`src/rtl/core_runctl_pkg.sv`:
```
package core_runctl_pkg;
  localparam int IRQ_N    = 3;
  localparam int IRQ_HOST = 0;
  localparam int IRQ_FIN  = 1;
  localparam int IRQ_FLT  = 2;

  localparam int OFF_ISTATE = 'h00;
  localparam int OFF_IEN    = 'h04;
  localparam int OFF_ITEST  = 'h08;
  localparam int OFF_CTRL   = 'h0C;

  typedef enum logic [1:0] {
    MODE_RUN  = 2'b00,
    MODE_FRZ  = 2'b01,
    MODE_SRST = 2'b10,
    MODE_HOLD = 2'b11
  } mode_e;
endpackage

```
`src/rtl/core_runctl_irq.sv`:
```
module core_runctl_irq
  import core_runctl_pkg::*;
(
  input  logic             clk,
  input  logic             rst,
  input  logic             en_we,
  input  logic             test_we,
  input  logic             clr_we,
  input  logic [IRQ_N-1:0] wbits,
  input  logic             ev_done,
  input  logic             ev_brk,
  output logic [IRQ_N-1:0] pend_q,
  output logic [IRQ_N-1:0] en_q,
  output logic [IRQ_N-1:0] irq_q
);
  logic [IRQ_N-1:0] ev_set, pend_nxt, en_nxt;

  always_comb begin
    ev_set = '0;
    if (ev_done) ev_set[IRQ_FIN] = 1'b1;
    if (ev_brk) begin
      ev_set[IRQ_FIN] = 1'b1;
      ev_set[IRQ_FLT] = 1'b1;
    end
    pend_nxt = pend_q;
    if (clr_we)  pend_nxt = pend_nxt & ~wbits;
    if (test_we) pend_nxt = pend_nxt | wbits;
    pend_nxt = pend_nxt | ev_set;  // events win over a same-cycle clear
    en_nxt = en_we ? wbits : en_q;
  end

  always_ff @(posedge clk) begin
    if (rst) begin
      pend_q <= '0;
      en_q   <= '0;
      irq_q  <= '0;
    end else begin
      pend_q <= pend_nxt;
      en_q   <= en_nxt;
      irq_q  <= pend_nxt & en_nxt;
    end
  end


  irq_gate_chk: assert property (@(posedge clk) disable iff (rst)
    irq_q == (pend_q & en_q));

  done_sets_fin_chk: assert property (@(posedge clk) disable iff (rst)
    ev_done |=> pend_q[IRQ_FIN]);

  brk_sets_flt_chk: assert property (@(posedge clk) disable iff (rst)
    ev_brk |=> (pend_q[IRQ_FIN] && pend_q[IRQ_FLT]));

  host_only_by_test_chk: assert property (@(posedge clk) disable iff (rst)
    $rose(pend_q[IRQ_HOST]) |-> $past(test_we && wbits[IRQ_HOST]));
endmodule

```
`src/rtl/core_runctl_mode.sv`:
```
module core_runctl_mode
  import core_runctl_pkg::*;
#(
  parameter int PC_W = 22
) (
  input  logic            clk,
  input  logic            rst,
  input  logic            ctrl_we,
  input  mode_e           mode_new,
  input  logic [PC_W-1:0] addr_new,
  input  logic            vsel_new,
  input  logic            ev_stop,
  output mode_e           mode_q,
  output logic [PC_W-1:0] addr_q,
  output logic            vsel_q,
  output logic            halt_q,
  output logic            rst_pulse_q,
  output logic [PC_W-1:0] start_pc_q
);
  always_ff @(posedge clk) begin
    if (rst) begin
      mode_q      <= MODE_HOLD;
      addr_q      <= '0;
      vsel_q      <= 1'b0;
      halt_q      <= 1'b1;
      rst_pulse_q <= 1'b0;
      start_pc_q  <= '0;
    end else begin
      rst_pulse_q <= 1'b0;
      if (ctrl_we) begin
        addr_q <= addr_new;
        vsel_q <= vsel_new;
        mode_q <= mode_new;
        if (mode_q == MODE_RUN && mode_new != MODE_RUN) halt_q <= 1'b1;
        if (mode_q != MODE_RUN && mode_new == MODE_RUN) halt_q <= 1'b0;
        if (mode_q[1] && !mode_new[1]) begin
          rst_pulse_q <= 1'b1;
          start_pc_q  <= addr_new;
        end
      end
      if (ev_stop) begin
        mode_q <= MODE_FRZ;
        halt_q <= 1'b1;
      end
    end
  end


  halt_mode_chk: assert property (@(posedge clk) disable iff (rst)
    halt_q == (mode_q != MODE_RUN));

  pulse_single_chk: assert property (@(posedge clk) disable iff (rst)
    rst_pulse_q |=> !rst_pulse_q);

  pc_on_pulse_chk: assert property (@(posedge clk) disable iff (rst)
    !rst_pulse_q |-> $stable(start_pc_q));
endmodule

```
`src/rtl/core_runctl.sv`:
```
module core_runctl
  import core_runctl_pkg::*;
#(
  parameter int ADDR_W = 12,
  parameter int DATA_W = 32,
  parameter int PC_W   = 22
) (
  input  logic              clk,
  input  logic              rst,
  input  logic              bus_valid,
  input  logic              bus_we,
  input  logic [ADDR_W-1:0] bus_addr,
  input  logic [DATA_W-1:0] bus_wdata,
  output logic [DATA_W-1:0] bus_rdata,
  input  logic              core_done,
  input  logic              core_brk,
  output logic              core_halt,
  output logic              core_rst_pulse,
  output logic [PC_W-1:0]   core_start_pc,
  output logic              irq_host,
  output logic              irq_finish,
  output logic              irq_fault
);
  localparam int WORD_W   = ADDR_W - 2;
  localparam int PC_LSB   = 2;
  localparam int PC_MSB   = PC_LSB + PC_W - 1;
  localparam int VSEL_BIT = PC_MSB + 1;
  localparam logic [WORD_W-1:0] W_ISTATE = WORD_W'(OFF_ISTATE >> 2);
  localparam logic [WORD_W-1:0] W_IEN    = WORD_W'(OFF_IEN >> 2);
  localparam logic [WORD_W-1:0] W_ITEST  = WORD_W'(OFF_ITEST >> 2);
  localparam logic [WORD_W-1:0] W_CTRL   = WORD_W'(OFF_CTRL >> 2);

  logic [WORD_W-1:0] word;
  logic              wr, rd;
  logic [IRQ_N-1:0]  pend, en, irq;
  mode_e             mode;
  logic [PC_W-1:0]   ctrl_addr;
  logic              vsel;
  logic [DATA_W-1:0] rd_mux;
  logic              unused_bits;

  assign word = bus_addr[ADDR_W-1:2];
  assign wr   = bus_valid & bus_we;
  assign rd   = bus_valid & ~bus_we;
  assign unused_bits = ^{bus_wdata[DATA_W-1:VSEL_BIT+1], bus_wdata[IRQ_N +: (PC_LSB + PC_W - IRQ_N)],
                         bus_addr[1:0]};

  core_runctl_irq u_irq (
    .clk     (clk),
    .rst     (rst),
    .en_we   (wr && word == W_IEN),
    .test_we (wr && word == W_ITEST),
    .clr_we  (wr && word == W_ISTATE),
    .wbits   (bus_wdata[IRQ_N-1:0]),
    .ev_done (core_done),
    .ev_brk  (core_brk),
    .pend_q  (pend),
    .en_q    (en),
    .irq_q   (irq)
  );

  core_runctl_mode #(.PC_W(PC_W)) u_mode (
    .clk         (clk),
    .rst         (rst),
    .ctrl_we     (wr && word == W_CTRL),
    .mode_new    (mode_e'(bus_wdata[1:0])),
    .addr_new    (bus_wdata[PC_MSB:PC_LSB]),
    .vsel_new    (bus_wdata[VSEL_BIT]),
    .ev_stop     (core_done | core_brk),
    .mode_q      (mode),
    .addr_q      (ctrl_addr),
    .vsel_q      (vsel),
    .halt_q      (core_halt),
    .rst_pulse_q (core_rst_pulse),
    .start_pc_q  (core_start_pc)
  );

  always_comb begin
    rd_mux = '0;
    if (word == W_ISTATE) rd_mux[IRQ_N-1:0] = pend;
    else if (word == W_IEN) rd_mux[IRQ_N-1:0] = en;
    else if (word == W_CTRL) begin
      rd_mux[1:0]           = mode;
      rd_mux[PC_MSB:PC_LSB] = ctrl_addr;
      rd_mux[VSEL_BIT]      = vsel;
    end
  end

  always_ff @(posedge clk) begin
    if (rst) bus_rdata <= '0;
    else if (rd) bus_rdata <= rd_mux;
  end

  assign irq_host   = irq[IRQ_HOST];
  assign irq_finish = irq[IRQ_FIN];
  assign irq_fault  = irq[IRQ_FLT];


  rdata_hold_chk: assert property (@(posedge clk) disable iff (rst)
    !rd |=> $stable(bus_rdata));
endmodule

```
`config.mk`:
```
export PLATFORM = sky130hd
export DESIGN_NAME = core_runctl
export DESIGN_NICKNAME = d
export VERILOG_FILES = /design/src/rtl/core_runctl_pkg.sv /design/src/rtl/core_runctl_irq.sv /design/src/rtl/core_runctl_mode.sv /design/src/rtl/core_runctl.sv
export SDC_FILE = /design/constraint.sdc
export NUM_CORES = 1
export LEC_CHECK = 0
export ABC_AREA = 1
export BUFFER_PORTS_ARGS = -buffer_cell sky130_fd_sc_hd__buf_2
export CAP_MARGIN = 20
export CELL_PAD_IN_SITES_DETAIL_PLACEMENT = 0
export CELL_PAD_IN_SITES_GLOBAL_PLACEMENT = 1
export CORE_AREA = 2 2 123 89
export CTS_BUF_LIST = sky130_fd_sc_hd__clkbuf_4 sky130_fd_sc_hd__clkbuf_8 sky130_fd_sc_hd__clkbuf_16
export DETAILED_ROUTE_END_ITERATION = 6
export DIE_AREA = 0 0 125 91
export PLACE_DENSITY_LB_ADDON = 0.1
export SLEW_MARGIN = 5
export SYNTH_ARGS = -nofsm -noshare
export SYNTH_HDL_FRONTEND = slang
export SYNTH_SLANG_ARGS = --single-unit
```
`constraint.sdc`:
```
create_clock -name clk -period 1.7 [get_ports clk]
set_clock_uncertainty 0.05 [all_clocks]
set_input_delay 0.425 -clock clk [delete_from_list [all_inputs] [get_ports clk]]
set_output_delay 0.425 -clock clk [all_outputs]
set_load 0.05 [all_outputs]
```
---- Yosys cells after proc, flatten, opt, wreduce, memory -nomap -nowiden ----
Cells that the tools add are included.
word-level totals
  flip-flop bits (word level) ............. 83
  input port bits ......................... 50
  output and inout bits ................... 59
  word-level logic and storage cells ...... 58
operators by class
  eq/ne operators ......................... 3
  multiplexer cells ....................... 15
  bitwise gates (word level) .............. 10
  reductions and logical operators ........ 19
operators by type and width
  operator               count
  $mux W22               2
  $mux W25               1
  $eq A10 B2 Y1 const B  2
  $mux W3                5
  $eq A10 B1 Y1 const B  1
  $logic_not A10 Y1      1
  $reduce_bool A2 Y1     4
  $logic_and A1 B1 Y1    7
  $and A3 B3 Y3          2
  $mux W2                3
  $or A3 B3 Y3           2
  $logic_not A2 Y1       2
  $mux W1                4
  $reduce_and A2 Y1      2
  $reduce_or A2 Y1       2
  $not A3 Y3             1
  $and A1 B1 Y1          2
  $not A1 Y1             2
  $logic_not A1 Y1       1
  $or A1 B1 Y1           1

---- Depth between registers and ports, before layout ----
Gate-level depths: netlist of run 1.
  word-level depth ........................ 7
  depth in mapped cells ................... 10
  mapped depth without buffers ............ 9

---- Cells and area by module ----
Synthesis of run 1 repeated with hierarchy kept, for this count alone.
second synthesis, totals
  cell total of the unflattened synthesis .. 469
  area total of the unflattened synthesis .. 3403.3 um^2
by module, submodules not included
  module            times used  cells each  area each (um^2)  seq. area each (um^2)
  core_runctl_mode  1           260         1873.0            980.9
  core_runctl       1           159         1193.6            500.5
  core_runctl_irq   1           50          336.6             180.2

---- Least setup slack after synthesis of run 1 ----
Ideal clock, no wire load.
  path type ............................... input to register
  start point ............................. input bus_addr[9]
  end point ............................... register u_mode.mode_q[1]
  setup time .............................. 133 ps
  data arrival time ....................... 1264 ps
  required time ........................... 1517 ps
  path slack .............................. 253 ps
  cell stages on the path ................. 8
  buffers on the path ..................... 2
  path through ............................ nor2_1 nand2_1 nor2_2 nand3_1 buf_4 buf_4 nand3_1 nand3_1
on the way
  longest elaborated chain between the ends .. 3
RTL lines
  element                              RTL line                source
  start, declared                      core_runctl.sv:12       input logic [ADDR_W-1:0] bus_addr,
  $eq A10 B2 Y1                        core_runctl.sv:65       .ctrl_we (wr && word == W_CTRL),
  $logic_and A1 B1 Y1                  core_runctl.sv:65
  $reduce_bool A2 Y1 (no source line)  n/a
  end signal, assigned                 core_runctl_mode.sv:33  mode_q <= mode_new;
  end, declared                        core_runctl_mode.sv:13  output mode_e mode_q,
Every way passes these cells.
A chain may end at the register's enable or synchronous reset.

---- Worst setup path in the final report of run 1 ----
  start point ............................. register bus_rdata[7]
  end point ............................... output bus_rdata[7]
RTL lines
  element                 RTL line           source
  start, declared         core_runctl.sv:14  output logic [DATA_W-1:0] bus_rdata,
  start signal, assigned  core_runctl.sv:91  else if (rd) bus_rdata <= rd_mux;
No word-level cell between the ends.

==> impl_metrics.csv, run 1 <==
group,metric,value,unit
grt,global_route.overflow_total,0,
clock_tree,post_cts.resized_instances,0,
synthesis,ys_async_sr_fraction,0,
clock_tree,cts-buffers-inserted,9,
die,pin_count,109,
die,core_region_area,10160,um2
sta,period_share,0.8572,
sta,finalWorstPathRequiredPeriod,1.457,ns
critical_path,crit_path_cell_trace,"buf_2",
drt,detail-route-antenna-nets,0,
grt,grt_antenna_before_repair,0,
clock_tree,worst_skew_pair.late_latency,0.33,ns
critical_path,regToRegSetupSlack,0.35,ns
power_and_ir_drop,ir_drop,0.5319,mV
grt,first_global_vias,3012,
sta,timing.final.ws_setup,0.2428,ns
synthesis,number_of_instances_in_the_synthesized_netlist,495,
clock_tree,cts_tree,"done",
clock_tree,hold_buffers,0,
placed_design,routabilityCongestion,0.8203,
die,fp.dieH,91,um
synthesis,synth-warning-count,0,
drt,finalWirelength,9060,um
flow_run,drv.max_cap_violation_count,0,
outcome,status,"completed",
critical_path,crit_slowest_cell,"dfxtp_1",
sta,final_report_hold_violation_count,0,
sta,hold_ws,0.3012,ns
drt,avgViaCountPerCell,4.468,
clock_tree,htreeDepth,3,
die,num_rows,31,
grt,grt_max_degree,46,
sta,setup_repair_after_global_routing_missed_its_margin,"no",
final_layout,syn_to_final_growth,26.31,%
final_layout,fin_nets,640,
critical_path,worst-endpoint-arrival,0.98,ns
placed_design,io_buffer_count,92,
critical_path,crit_family,"flip-flops",
synthesis,ys_seq_area_frac,0.4716,
sta,setup-violations-final,0,
drt,wl_per_cell,12.51,um
clock_tree,post-cts-setup-buffers,0,
grt,global_route_usage_sum,0.1644,
critical_path,crit_type,"reg -> out",
synthesis,synth_area,3523,um2
clock_tree,cts_root_buf,"clkbuf_16",
hold_path,holdCritPathClass,"in -> reg",
synthesis,synth_edf_count,0,
final_layout,finalInstanceArea,4451,um2
critical_path,critical_path.endpoint_type,"output port",
power_and_ir_drop,cellPowerDensity,943.1,nW/um2
clock_tree,max-clock-path-buffers,2,
placed_design,post_place_setup_slack,-0.09254,ns
placed_design,hpwl,6452,um
critical_path,crit_path_buffers_inverters,1,
drt,drt_drc_violations_left,0,
synthesis,ys_seq_elements,83,
die,die_area,11380,um2
drt,first_iter_violations,201,
sta,timing.setup.tns,0,ns
die,die_w,125,um
power_and_ir_drop,leakagePower,0.002088,uW
synthesis,syn-mean-instance-area,7.118,um2
final_layout,number_of_diodes_added_for_antenna_fixing,0,
critical_path,critical-path-max-stage-delay,0.37,ns
clock_tree,clock_sink_count,83,
drt,dr_total_vias,3235,
placed_design,place_area,4188,um2
critical_path,worst_setup_start_kind,"flop",
critical_path,crit_fanout,2,
final_layout,drive_gt1_frac,0.2247,
synthesis,ys_dominant_reg_cell,"dfxtp_1",
sta,slew_viol_final,0,
critical_path,cp.required,1.22,ns
clock_tree,cts.clk_slew.worst_paths,0.06,ns
sta,fmax,686.2,MHz
drt,length_of_the_first_detailed_routing_pass_in_iterations,4,
die,initial_core_util,0.3467,
synthesis,synth.lib_cells_used.distinct,23,
grt,grt_pass1_wl,15050,um
## cell usage after synthesis, types with 2 or more instances
library cell,number,area share
dfxtp_1,83,0.47
nor2_1,48,0.051
o21ai_0,26,0.037
nand3b_1,21,0.045
clkbuf_1,13,0.014
nand4_1,8,0.014
buf_2,8,0.011
nand2_2,2,0.0036
a21oi_1,48,0.068
buf_6,2,0.0064
buf_1,2,0.0021
nand3_1,24,0.034
buf_4,10,0.021
inv_1,66,0.070
nand2_1,126,0.13
## stage by stage
stage	std cells	power [uW]	util
final	724	4197	0.4379
after global routing	724	4364	0.4379
after CTS	724	4258	0.4379
after detailed placement	710	2468	0.4121
after global placement	710	2466	0.4121
after floorplan	501	2326	-
## cells by family (layout without fill, tap and decap cells)
family | after synthesis | after routing | synth area share
other | 1 | 7 | 0.001064
flip-flops | 83 | 83 | 0.4716
adder cells (fa/ha/maj) | 1 | 1 | 0.003551
AND/OR/NAND/NOR | 233 | 233 | 0.2901
buffers and inverters | 102 | 193 | 0.1264
AO/OA/AOI/OAI | 75 | 75 | 0.1072
## state kept, by name (all words and copies together) (netlist names)
signal	cells
u_mode.rst_pulse_q	1
u_irq.irq_q	3
bus_rdata	25
u_mode.addr_q	22
u_irq.pend_q	3
u_mode.mode_q	2
u_mode.start_pc_q	22
u_mode.vsel_q	1
u_mode.halt_q	1
u_irq.en_q	3
## cell usage in the layout, fill, tap and decap left out, drive strengths merged
cell type	synthesis	final
nand2	128	128
buf	22	112
dfxtp	83	83
inv	66	65
nor2	50	50
a21oi	48	48
o21ai	26	26
nand3	24	24
nand3b	21	21
clkbuf	13	14
nand4	8	8
conb	1	7
clkinv	1	2
or2	1	1
nor3	1	1
o211ai	1	1
ha	1	1
## metal layers
layer	GRT usage	part of all wire	up-vias
li1	-	-	1716
met4	0.04722	0.012	0
met2	0.2437	0.42	80
met1	0.2303	0.51	1430
met3	0.05068	0.059	9
met5	0	0	-
## power breakdown
part | internal [uW] | switching, uW | leakage, uW
logic | 114 | 303 | 0.00128
registers | 1980 | 22.0 | 0.000674
clock network | 1060 | 717 | 0.000134
total | 3150 | 1040 | 0.00209
## final cells by class
cell class / count / area (um2)
tap: 132 / 165.2
fill: 1086 / 5712
multi-input combinational: 316 / 1449
timing repair buffer: 112 / 660.6
sequential: 83 / 1662
clock buffer: 14 / 262.8
inverter: 67 / 251.5
## final timing paths
| path | endpoint | startpoint | cells after the start |
|---|---|---|---|
| max | bus_rdata[7] | bus_rdata[7]$_SDFFE_PP0P_ | 1 |
| min | u_mode.vsel_q$_SDFFE_PP0P_ | bus_wdata[24] | 3 |
| max reg2reg | u_mode.halt_q$_SDFFE_PP1P_ | u_mode.mode_q[1]$_SDFFE_PP1P_ | 4 |
| min reg2reg | bus_rdata[12]$_SDFFE_PP0P_ | u_mode.addr_q[10]$_SDFFE_PP0P_ | 2 |
Power figures use the tool's default switching activity.
==> run 2, diff against run 1 <==
--- a/config.mk
+++ b/config.mk
@@ -15,6 +15,7 @@
 export DETAILED_ROUTE_END_ITERATION = 6
 export DIE_AREA = 0 0 125 91
 export PLACE_DENSITY_LB_ADDON = 0.1
+export REMOVE_ABC_BUFFERS = 1
 export SLEW_MARGIN = 5
 export SYNTH_ARGS = -nofsm -noshare
 export SYNTH_HDL_FRONTEND = slang
==> run 2 against run 1 <==
Clock power grew 11%. Via count rose by 0.90%. Sequential share of layout area down 0.62 points. Sequential power about the same. Combinational power is essentially flat. Critical path depth increased by 9. Highest routed layer unchanged. Cell area increased by 1.7%. Core utilization grew 0.74 points. Clock-buffer cell count shrank 3. Global-route usage about the same. First-iteration DRC count is 12% lower. Critical endpoint is now u_irq.irq_q[1]$_SDFF_PP0_.
==> impl_metrics.csv, run 2 (synthesis results as in run 1) <==
group,metric,value,unit
hold_path,worst_hold_path.num_cells,3,
sta,setup_repair_after_global_routing_missed_its_margin,"no",
final_layout,drive_gt1_frac,0.2299,
die,die_w,125,um
die,die_area,11380,um2
grt,grt_max_degree,52,
clock_tree,cts-buffers-inserted,9,
placed_design,hpwl,6260,um
final_layout,number_of_diodes_added_for_antenna_fixing,0,
drt,wl_per_cell,12.66,um
critical_path,critical_path.endpoint_type,"flop",
final_layout,final_core_utilization,0.4453,
final_layout,fin_nets,643,
power_and_ir_drop,leakagePower,0.002125,uW
clock_tree,hold_buffers,0,
sta,fmax,677.9,MHz
grt,global_route_usage_sum,0.1648,
final_layout,layout_commonest_cell,"nand2_1",
hold_path,holdCritPathClass,"in -> reg",
power_and_ir_drop,ir_drop,0.5379,mV
final_layout,syn_to_final_growth,28.44,%
drt,drt_drc_violations_left,0,
grt,global_route.overflow_total,0,
final_layout,layout.cells.most_common_list,"126 x nand2_1, 92 x buf_2, 83 x dfxtp_1, 66 x inv_1, 48 x a21oi_1",
die,num_rows,31,
sta,slew_viol_final,0,
die,fp.dieH,91,um
critical_path,crit_type,"in -> reg",
drt,finalWirelength,9213,um
drt,topRoutingLayerUsed,"met4",
drt,detail-route-antenna-nets,0,
sta,timing.final.ws_setup,0.2249,ns
drt,first_iter_violations,176,
flow_run,drv.max_cap_violation_count,0,
critical_path,cp.required,1.92,ns
critical_path,worst_setup_start_kind,"primary input",
grt,grt_antenna_before_repair,0,
clock_tree,cts.clk_slew.worst_paths,0.06,ns
hold_path,min_delay_worst_endpoint,"u_mode.vsel_q$_SDFFE_PP0P_",
clock_tree,max-clock-path-buffers,2,
critical_path,r2r_start,"u_mode.mode_q[1]$_SDFFE_PP1P_",
drt,length_of_the_first_detailed_routing_pass_in_iterations,5,
final_layout,regMostFlops,"bus_rdata",
placed_design,io_buffer_count,92,
placed_design,routabilityCongestion,0.8789,
drt,wl_met1,4600,um
drt,dr_total_vias,3264,
critical_path,regToRegSetupSlack,0.33,ns
die,initial_core_util,0.3467,
outcome,status,"completed",
die,pin_count,109,
grt,first_global_vias,2982,
clock_tree,post-cts-setup-buffers,0,
critical_path,crit_fanout,14,
grt,grt_pass1_wl,14890,um
sta,period_share,0.8677,
sta,timing.setup.tns,0,ns
power_and_ir_drop,cellPowerDensity,970.7,nW/um2
clock_tree,htreeDepth,3,
die,core_region_area,10160,um2
placed_design,post_place_setup_slack,-0.07181,ns
clock_tree,cts_root_buf,"clkbuf_16",
hold_path,hold_start,"bus_wdata[24]",
final_layout,largest_register_ff_count,25,
clock_tree,worst_skew_pair.late_latency,0.33,ns
sta,setup-violations-final,0,
clock_tree,clock_sink_count,83,
drt,met2WireLength,4008,um
final_layout,largest_registers,"bus_rdata (25), u_mode.addr_q (22), u_mode.start_pc_q (22)",
drt,avgViaCountPerCell,4.484,
drt,routed-wl-met3,466,um
clock_tree,post_cts.resized_instances,0,
critical_path,timing.reg2reg.worst_path_depth,4,
clock_tree,cts_tree,"done",
critical_path,worst-endpoint-arrival,1.69,ns
sta,final_report_hold_violation_count,0,
critical_path,reg2reg_capture_point,"u_mode.halt_q$_SDFFE_PP1P_",
sta,finalWorstPathRequiredPeriod,1.475,ns
-- run 2: power by group --
part / internal (uW) / switching, uW / leakage, uW
sequential: 1980 / 19.2 / 0.000674
clock: 1210 / 763 / 0.000144
combinational: 116 / 304 / 0.00131
total: 3310 / 1090 / 0.00212
-- run 2: per-layer routing --
metal  up-vias  GRT usage
met5         -          0
met4         0    0.05556
met3        14    0.04773
met2        86     0.2486
met1      1441     0.2260
li1       1723          -
-- run 2: critical path, stage by stage --
cell     delay [ns]
buf_2          0.10
nor2_1         0.11
nand2_1        0.07
nor2_2         0.10
buf_4          0.16
buf_4          0.20
nand3_1        0.19
nand2_1        0.11
nand3_1        0.09
a21oi_1        0.14
-- run 2: cell type report --
cell class | instances | area [um2]
Tap cell | 132 | 165.2
Sequential cell | 83 | 1662
Multi-Input combinational cell | 316 | 1449
Inverter | 67 | 251.5
Clock inverter | 4 | 50.05
Timing Repair Buffer | 115 | 695.7
Clock buffer | 11 | 252.7
Fill cell | 1069 | 5637
-- run 2: worst max path at each step --
| stage | startpoint | end | slack [ns] | cells past startpoint |
|---|---|---|---|---|
| finish | bus_addr[9] | u_irq.irq_q[1]$_SDFF_PP0_ | 0.22 | 10 |
| global route | bus_addr[9] | u_irq.irq_q[1]$_SDFF_PP0_ | 0.12 | 10 |
| CTS | u_mode.start_pc_q[6]$_SDFFE_PP0P_ | core_start_pc[6] | 0.24 | 1 |
| detailed placement | bus_addr[9] | u_irq.irq_q[1]$_SDFF_PP0_ | -0.07 | 10 |
| global placement | bus_addr[9] | u_mode.start_pc_q[10]$_SDFFE_PP0P_ | -0.03 | 12 |
| floorplan | bus_addr[9] | u_mode.addr_q[0]$_SDFFE_PP0P_ | -0.95 | 7 |
-- run 2: stage by stage --
step	area, um2	cells	power (uW)	hold slack, ns
floorplan	3352	466	2298	0.3893
global placement	4223	713	2463	0.3927
detailed placement	4223	713	2466	0.3978
CTS	4526	728	4461	0.2698
global route	4526	728	4564	0.2902
finish	4526	728	4393	0.2816
